--- src/rtl/lsc_pkg.sv ---
package lsc_pkg;

    typedef enum logic [1:0] {
        ST_IDLE  = 2'd0,
        ST_LINE  = 2'd1,
        ST_DRAIN = 2'd2,
        ST_GAP   = 2'd3
    } lsc_state_e;

endpackage

--- src/rtl/lsc_pixel_seq.sv ---
module lsc_pixel_seq #(
    parameter int CNT_W  = 12,
    parameter int EOC_LO = 2,
    parameter int EOC_HI = 2
) (
    input  logic             clk,
    input  logic             rst_n,
    input  logic             start_i,
    input  logic             active_i,
    input  logic [CNT_W-1:0] count_i,
    output logic             ph_last_o,
    output logic             pix_last_o,
    output logic             eoc_low_o
);

    localparam int PERIOD = EOC_LO + EOC_HI;
    localparam int PH_W   = (PERIOD > 1) ? $clog2(PERIOD) : 1;

    logic [PH_W-1:0]  phase_q;
    logic [CNT_W-1:0] pix_cnt_q;
    logic [CNT_W-1:0] limit_q;

    assign ph_last_o  = (phase_q == PH_W'(PERIOD - 1));
    assign eoc_low_o  = (phase_q < PH_W'(EOC_LO));
    assign pix_last_o = (pix_cnt_q == (limit_q - CNT_W'(1)));

    // phase within a pixel period
    always_ff @(posedge clk or negedge rst_n) begin
        if (!rst_n) begin
            phase_q <= '0;
        end else if (start_i) begin
            phase_q <= '0;
        end else if (active_i) begin
            phase_q <= ph_last_o ? '0 : phase_q + PH_W'(1);
        end
    end

    // pixel counter and per-line limit, limit frozen at line start
    always_ff @(posedge clk or negedge rst_n) begin
        if (!rst_n) begin
            pix_cnt_q <= '0;
            limit_q   <= CNT_W'(1);
        end else if (start_i) begin
            pix_cnt_q <= '0;
            limit_q   <= (count_i == '0) ? CNT_W'(1) : count_i;
        end else if (active_i && ph_last_o) begin
            pix_cnt_q <= pix_cnt_q + CNT_W'(1);
        end
    end

endmodule

--- src/rtl/lsc_gap_timer.sv ---
module lsc_gap_timer #(
    parameter int GAP_CYC = 8
) (
    input  logic clk,
    input  logic rst_n,
    input  logic en_i,
    output logic done_o
);

    localparam int GW = $clog2(GAP_CYC + 1);

    logic [GW-1:0] cnt_q;

    assign done_o = en_i && (cnt_q == GW'(GAP_CYC - 1));

    always_ff @(posedge clk or negedge rst_n) begin
        if (!rst_n) begin
            cnt_q <= '0;
        end else if (!en_i) begin
            cnt_q <= '0;
        end else if (!done_o) begin
            cnt_q <= cnt_q + GW'(1);
        end
    end

endmodule

--- src/rtl/lsc_fsm.sv ---
module lsc_fsm
    import lsc_pkg::*;
(
    input  logic clk,
    input  logic rst_n,
    input  logic out_mode_i,
    input  logic run_i,
    input  logic sync_rise_i,
    input  logic sync_lvl_i,
    input  logic ph_last_i,
    input  logic pix_last_i,
    input  logic gap_done_i,
    output logic px_start_o,
    output logic px_next_o,
    output logic active_o,
    output logic gap_en_o,
    output logic sync_drv_o
);

    lsc_state_e state_q;
    lsc_state_e state_d;

    // state register
    always_ff @(posedge clk or negedge rst_n) begin
        if (!rst_n) begin
            state_q <= ST_IDLE;
        end else begin
            state_q <= state_d;
        end
    end

    // transitions
    always_comb begin
        state_d = state_q;
        unique case (state_q)
            ST_IDLE: begin
                if (out_mode_i ? run_i : sync_rise_i) begin
                    state_d = ST_LINE;
                end
            end
            ST_LINE: begin
                if (out_mode_i) begin
                    if (ph_last_i && pix_last_i) begin
                        state_d = ST_GAP;
                    end
                end else if (!sync_lvl_i) begin
                    state_d = ph_last_i ? ST_GAP : ST_DRAIN;
                end
            end
            ST_DRAIN: begin
                if (ph_last_i) begin
                    state_d = ST_GAP;
                end
            end
            ST_GAP: begin
                if (gap_done_i) begin
                    state_d = ST_IDLE;
                end
            end
            default: state_d = ST_IDLE;
        endcase
    end

    // outputs
    always_comb begin
        px_start_o = (state_q == ST_IDLE) && (state_d == ST_LINE);
        px_next_o  = (state_q == ST_LINE) && ph_last_i && (state_d == ST_LINE);
        active_o   = (state_q == ST_LINE) || (state_q == ST_DRAIN);
        gap_en_o   = (state_q == ST_GAP);
        sync_drv_o = (state_q == ST_LINE) && out_mode_i;
    end

endmodule

--- src/rtl/line_scan_ctrl.sv ---
module line_scan_ctrl #(
    parameter int DW      = 10,
    parameter int CNT_W   = 12,
    parameter int EOC_LO  = 2,
    parameter int EOC_HI  = 2,
    parameter int GAP_CYC = 8
) (
    input  logic             clk,
    input  logic             rst_n,
    input  logic             sync_out_mode_i,
    input  logic             run_i,
    input  logic             sync_in_i,
    input  logic [CNT_W-1:0] pix_per_line_i,
    input  logic [DW-1:0]    pix_data_i,
    input  logic             pix_rd_n_i,
    output logic             sync_o,
    output logic             eoc_o,
    output logic [DW-1:0]    bus_o,
    output logic             bus_oe_o
);

    logic          sync_in_q;
    logic          sync_rise;
    logic          ph_last;
    logic          pix_last;
    logic          eoc_low;
    logic          gap_done;
    logic          px_start;
    logic          px_next;
    logic          active;
    logic          gap_en;
    logic          sync_drv;
    logic          sync_lvl;
    logic [DW-1:0] latch_q;

    always_ff @(posedge clk or negedge rst_n) begin
        if (!rst_n) begin
            sync_in_q <= 1'b0;
        end else begin
            sync_in_q <= sync_in_i;
        end
    end

    assign sync_rise = sync_in_i && !sync_in_q;

    lsc_fsm u_fsm (
        .clk        (clk),
        .rst_n      (rst_n),
        .out_mode_i (sync_out_mode_i),
        .run_i      (run_i),
        .sync_rise_i(sync_rise),
        .sync_lvl_i (sync_in_i),
        .ph_last_i  (ph_last),
        .pix_last_i (pix_last),
        .gap_done_i (gap_done),
        .px_start_o (px_start),
        .px_next_o  (px_next),
        .active_o   (active),
        .gap_en_o   (gap_en),
        .sync_drv_o (sync_drv)
    );

    lsc_pixel_seq #(
        .CNT_W (CNT_W),
        .EOC_LO(EOC_LO),
        .EOC_HI(EOC_HI)
    ) u_pix (
        .clk       (clk),
        .rst_n     (rst_n),
        .start_i   (px_start),
        .active_i  (active),
        .count_i   (pix_per_line_i),
        .ph_last_o (ph_last),
        .pix_last_o(pix_last),
        .eoc_low_o (eoc_low)
    );

    lsc_gap_timer #(
        .GAP_CYC(GAP_CYC)
    ) u_gap (
        .clk   (clk),
        .rst_n (rst_n),
        .en_i  (gap_en),
        .done_o(gap_done)
    );

    // capture on the edge where the strobe falls
    always_ff @(posedge clk or negedge rst_n) begin
        if (!rst_n) begin
            latch_q <= '0;
        end else if (px_start || px_next) begin
            latch_q <= pix_data_i;
        end
    end

    assign sync_o   = sync_drv;
    assign eoc_o    = !(active && eoc_low);
    assign sync_lvl = sync_out_mode_i ? sync_drv : sync_in_i;
    assign bus_oe_o = sync_lvl && !pix_rd_n_i;
    assign bus_o    = bus_oe_o ? latch_q : '0;

endmodule

--- config.mk ---
export PLATFORM = sky130hd
export DESIGN_NAME = line_scan_ctrl
export DESIGN_NICKNAME = d
export VERILOG_FILES = /design/src/rtl/lsc_pkg.sv /design/src/rtl/lsc_pixel_seq.sv /design/src/rtl/lsc_gap_timer.sv /design/src/rtl/lsc_fsm.sv /design/src/rtl/line_scan_ctrl.sv
export SDC_FILE = /design/constraint.sdc
export NUM_CORES = 1
export LEC_CHECK = 0
export ABC_AREA = 1
export BUFFER_PORTS_ARGS = -buffer_cell sky130_fd_sc_hd__buf_2
export CORE_MARGIN = 2
export CORE_UTILIZATION = 40
export CTS_CLUSTER_DIAMETER = 200
export CTS_CLUSTER_SIZE = 8
export DETAILED_ROUTE_END_ITERATION = 6
export PLACE_DENSITY = 0.7
export SLEW_MARGIN = 20
export SYNTH_ARGS = -nofsm -noshare
export SYNTH_HDL_FRONTEND = slang
export SYNTH_SLANG_ARGS = --single-unit
export TNS_END_PERCENT = 1
--- constraint.sdc ---
create_clock -name clk -period 3 [get_ports clk]
set_input_delay 0.45 -clock clk [delete_from_list [all_inputs] [get_ports clk]]
set_output_delay 0.45 -clock clk [all_outputs]
set_load 0.01 [all_outputs]
* Yosys cells after proc, flatten, opt, wreduce, memory -nomap -nowiden
Index checks and enable logic that the tools add are counted.
Storage, ports and cells: memories 0, register bits after elaboration 43, input bits 28, latch bits 0, ROM bits 0, RAM bits 0
Operators by class: muxes and demuxes 19, div/mod/pow operators 0, bitwise gates (word level) 0, shifts and indexed selects 0, reductions and logical operators 19, add/sub/neg operators 4, multiply operators 0, eq/ne operators 8, $lt $le $gt $ge 1
Operator list (count):
- 2-to-1 mux 12 bit | 3
- 2-to-1 mux 2 bit | 9
- adder 12 x 1 -> 12 bit (second input constant) | 1
- equality test 12 bit | 1
- zero test 12 bit | 1
- subtractor 12 x 1 -> 12 bit (second input constant) | 1
- logical AND 1 bit | 10
- 2-to-1 mux 10 bit | 1
- 2-to-1 mux 4 bit | 2
- case mux 2 bit (4 select lines) | 1
- equality test 2 bit (second input constant) | 3
- adder 4 x 1 -> 4 bit (second input constant) | 1
- equality test 2 x 1 -> 1 bit (second input constant) | 2
- equality test 4 x 3 -> 1 bit (second input constant) | 1
- nonzero test 2 bit | 2
- zero test 1 bit | 3
- 2-to-1 mux 1 bit | 3
- adder 2 x 1 -> 2 bit (second input constant) | 1
- zero test 2 bit | 1
- logical OR 1 bit | 2
- < comparator 2 bit (second input constant) | 1
- inequality test 2 bit (second input constant) | 1

* Logic depth before layout (Yosys ltp)
depth in word-level cells 9, mapped depth 20, mapped depth without buffers 20

* Hierarchy
A second synthesis with hierarchy kept.
Unflattened totals: cells, all modules 382, area, all modules 2755.1 um^2
By module, submodules not included:
- lsc_pixel_seq | area each 1671.6 um^2, times used 1, cells an instance 241, seq. area each 651.9 um^2
- line_scan_ctrl | area each 576.8 um^2, times used 1, cells an instance 65, seq. area each 275.3 um^2
- lsc_fsm | area each 287.8 um^2, times used 1, cells an instance 47, seq. area each 50.0 um^2
- lsc_gap_timer | area each 219.0 um^2, times used 1, cells an instance 29, seq. area each 100.1 um^2

* Least setup slack after synthesis
Ideal clock, no wire load.
path type register to register, from reg u_pix.limit_q[0], to reg u_pix.pix_cnt_q[11], slack 0.689 ns, buffers on the path 2, cell stages (with the launch flop) 19, clock period less this slack 2.311 ns, data arrival time 2.198 ns, cell sequence dfstp_2 inv_1 ha_1 nand2_1 inv_1 nor2_1 nand3_1 nor2_1 nand3_1 nor2_1 nand3_1 nand3_1 nand2_1 a21oi_4 nand3_2 buf_6 buf_6 nand3b_2 inv_2
Between the ends: word-level cells in the longest chain between the ends 9
Ends and longest elaborated chain:
- start: declaration | RTL line lsc_pixel_seq.sv:21 | logic [CNT_W-1:0] limit_q;
- start signal: assignment | RTL line lsc_pixel_seq.sv:45 | limit_q <= (count_i == '0) ? CNT_W'(1) : count_i;
- subtractor 12 x 1 -> 12 bit (*) | RTL line lsc_pixel_seq.sv:25 | assign pix_last_o = (pix_cnt_q == (limit_q - CNT_W'(1)));
- equality test 12 bit (*) | RTL line lsc_pixel_seq.sv:25
- logical AND 1 bit (*) | RTL line lsc_fsm.sv:43 | if (ph_last_i && pix_last_i) begin
- 2-to-1 mux 2 bit (*) | RTL line lsc_fsm.sv:43
- 2-to-1 mux 2 bit (*) | RTL line lsc_fsm.sv:42 | if (out_mode_i) begin
- case mux 2 bit (4 select lines) (*) | RTL line lsc_fsm.sv:35 | unique case (state_q)
- equality test 2 x 1 -> 1 bit (*) | RTL line lsc_fsm.sv:66 | px_start_o = (state_q == ST_IDLE) && (state_d == ST_LINE);
- logical AND 1 bit (*) | RTL line lsc_fsm.sv:66
- 2-to-1 mux 12 bit or nonzero test 2 bit (tied branches)
- end signal: assignment | RTL line lsc_pixel_seq.sv:47 | pix_cnt_q <= pix_cnt_q + CNT_W'(1);
- end: declaration | RTL line lsc_pixel_seq.sv:20 | logic [CNT_W-1:0] pix_cnt_q;
Mark *: on every way between the ends. The rest lies on a longest branch, timed or not. A chain may end at the register's enable or synchronous reset.

* Worst setup path in the final report
from reg u_pix.limit_q[0], to reg latch_q[6]
Between the ends: word-level cells in the longest chain between the ends 9
Ends and longest elaborated chain:
- subtractor 12 x 1 -> 12 bit (*) | RTL line lsc_pixel_seq.sv:25
- equality test 12 bit (*) | RTL line lsc_pixel_seq.sv:25
- logical AND 1 bit (*) | RTL line lsc_fsm.sv:43
- 2-to-1 mux 2 bit (*) | RTL line lsc_fsm.sv:43
- 2-to-1 mux 2 bit (*) | RTL line lsc_fsm.sv:42
- case mux 2 bit (4 select lines) (*) | RTL line lsc_fsm.sv:35
- equality test 2 x 1 -> 1 bit (*) | RTL line lsc_fsm.sv:66, lsc_fsm.sv:67
- logical AND 1 bit, on equally long branches | RTL line lsc_fsm.sv:66, lsc_fsm.sv:67
- logical OR 1 bit (*) | RTL line line_scan_ctrl.sv:91 | end else if (px_start || px_next) begin
- end signal: assignment | RTL line line_scan_ctrl.sv:92 | latch_q <= pix_data_i;
- end: declaration | RTL line line_scan_ctrl.sv:34 | logic [DW-1:0] latch_q;
Marked as above.

==> flow_metrics.py <==
metrics = {
    "drt": {
        "first_pass_iters": 4,
        "route.detailed.drc": 0,
        "routed_wl_um": 5690,
        "ant_nets": 0,
        "drtIter0Drc": 131,
        "wl_per_cell_um": 11.2,
        "num_vias": 2436,
        "viasPerCell": 4.80,
    },
    "sta": {
        "finalCritPeriodShare_pct": 86.9,
        "fmax_ghz": 0.384,
        "hold_viol": 0,
        "finalSetupViolations": 0,
        "drv_slew": 0,
        "grt_setup_unrepaired": "no",
        "post-route-min-period_ps": 2610,
        "final.setup_skew_ps": 3.55,
        "relSlewSlack_pct": 36.4,
        "tightest_slew_ps": 955,
        "setup_tns_ps": 0,
    },
    "place": {
        "place.gp.congestion": 0.876,
        "place_area_um2": 2990,
        "io_buffers": 40,
        "dp.cells": 500,
        "detailed_place_hpwl_um": 4240,
    },
    "clocking": {
        "clock-sinks": 43,
        "clock_latency_ps": 300,
        "cts_inserted_buffers": 5,
        "clk_pin_slew_ps": 80,
        "cts_setup_buffers": 0,
        "tritoncts": "built",
        "htree_num_levels": 2,
        "cts_resized": 0,
        "ctsHoldBuffers": 0,
        "cts_root_buf": "clkbuf_8",
        "max-clock-path-buffers": 2,
    },
    "grt": {
        "grt_overflow": 0,
        "antenna_found_initial": 0,
        "grt_max_degree": 44,
        "grt_pass1_vias": 2273,
        "grt_pass1_wl_um": 10200,
        "grt_use_total_pct": 16.8,
    },
    "critical_path": {
        "start_kind": "flop",
        "critPathCaptureType": "flop",
        "cp_data_arrival_time_ps": 2800,
        "crit_required_ps": 3200,
        "path_class": "reg2reg",
        "critPathMaxFanout": 10,
    },
    "yosys": {
        "yosys.area.top_type": "dfrtp_1",
        "ys.flop_type": "dfrtp_1",
        "ys_seq_area_share_pct": 39.5,
        "synth_seq_cells": 43,
        "yosys-top-cells-count": "nand2_1, inv_1, dfrtp_1",
        "synthArstFlopShare_pct": 100,
        "synth_edf_count": 0,
        "synthCells": 385,
        "syn_area_per_cell_um2": 7.08,
        "synth.most_common_cell": "nand2_1",
        "synthesis.area_um2": 2730,
        "yosysTopAreaCellShare_pct": 38.5,
        "syn-num-nets": 421,
        "ys_warn_count": 0,
        "synth_area_leaders": "dfrtp_1, nand2_1, inv_1",
        "yosysUniqueCellTypes": 33,
    },
    "floorplan": {
        "die-area_um2": 7500,
        "fp.dieW_um": 86.6,
        "top_level_ports": 41,
        "initial_core_util_pct": 40.8,
        "core-area_um2": 6680,
        "die_h_um": 86.6,
        "rows": 30,
    },
    "hold_path": {
        "hp-class": "in2async",
    },
    "finish": {
        "post-route-util_pct": 46.4,
        "final_nets": 463,
        "final_cells": 508,
        "final_area_um2": 3100,
        "n_antenna_cell": 0,
        "area_delta_synth_final_pct": 13.6,
        "final_layout_size_suffix_gt1_share_pct": 19.4,
        "n_fill_cell": 659,
    },
    "status": {
        "status": "completed",
    },
    "pwr": {
        "finalPower_mw": 2.87,
        "p_leak_nw": 1.77,
        "vdd_drop_max_uv": 352,
        "powerDensity_nw_per_um2": 926,
    },
    "flow_run": {
        "max_cap_viol_count": 0,
    },
}
worst max-delay path, stage by stage (launching register included):
cell and delay [ps]:
dfstp_2 560, inv_1 80, ha_1 320, nand2_1 70, inv_1 40, nor2_1 80, nand3_1 70, nor2_1 130
nand3_1 80, nor2_1 90, nand3_1 110, nand3_1 80, nand2_1 80, a21oi_4 150, nand3_1 330, nand2_1 170
nand2_1 60
cell type report:
class | instances | area [um^2] | share of cell area (%)
multi-input combinational | 258 | 1300 | 42.0
sequential | 43 | 1080 | 34.8
inverter | 76 | 285 | 9.20
timing repair buffer | 43 | 223 | 7.19
tap | 80 | 100 | 3.23
clock buffer | 5 | 68.8 | 2.22
clock inverter | 3 | 43.8 | 1.41
worst paths after layout:
path                            slack, ps  depth (start not counted)               end              from
worst min-delay path                  290                          1  u_pix.limit_q[9]             rst_n
worst max register to register        390                         16        latch_q[6]  u_pix.limit_q[0]
worst min register to register        480                          2        latch_q[3]        latch_q[3]
worst max-delay path                  390                         16        latch_q[6]  u_pix.limit_q[0]
max in group asynchronous            2120                          1        latch_q[9]             rst_n
min in group clk                      300                          1         sync_in_q         sync_in_i
kinds of logic after synthesis:
family                   share of synthesized area, %
buffers and inverters                            12.8
flip-flops                                       39.5
adder cells (fa/ha/maj)                          3.67
AO/OA/AOI/OAI                                    8.35
AND/OR/NAND/NOR                                  33.4
XOR/XNOR                                         2.25
placed cells by master (no fill, tap or decap), types with 2 or more instances in the layout:
cell and n:
dfrtp_1 42, nor2_1 39, nor2_2 3, nand2_1 110, inv_2 12, xnor2_1 2
clkbuf_8 5, xor2_1 5, nand3b_2 4, ha_1 8, a21oi_1 7, buf_4 3
nand3_1 27, buf_2 40, o21ai_0 12, nand4_1 12, nor4_1 2, nand3b_1 2
o21ai_2 6, or2_2 2, o21ai_1 8, inv_1 63
report_power, final:
| part | switching (mW) | internal [mW] |
|---|---|---|
| Clock | 0.211 | 0.248 |
| Combinational | 0.908 | 0.527 |
| Sequential | 0.193 | 0.783 |
| Total | 1.31 | 1.56 |
stage by stage:
step           hold slack (ps)  worst slack (ps)
2_1_floorplan              154               689
3_3_place_gp               455               389
3_5_place_dp               460               423
4_1_cts                    290               400
5_1_grt                    289             0.557
6_report                   294               393
flip-flops by register name (all words and copies together), names as in the netlist:
signal	cells
u_pix.pix_cnt_q	12
u_pix.phase_q	2
latch_q	10
u_fsm.state_q	2
u_gap.cnt_q	4
sync_in_q	1
u_pix.limit_q	12
routing by layer:
layer / GRT usage (%) / vias to the layer above / wire, um
met5: 0 / - / 0
met4: 4.97 / 0 / 65
met3: 2.95 / 7 / 115
met2: 28.5 / 31 / 2830
met1: 22.0 / 1120 / 2680
li1: - / 1278 / -
(Power assumes the default switching activity.)
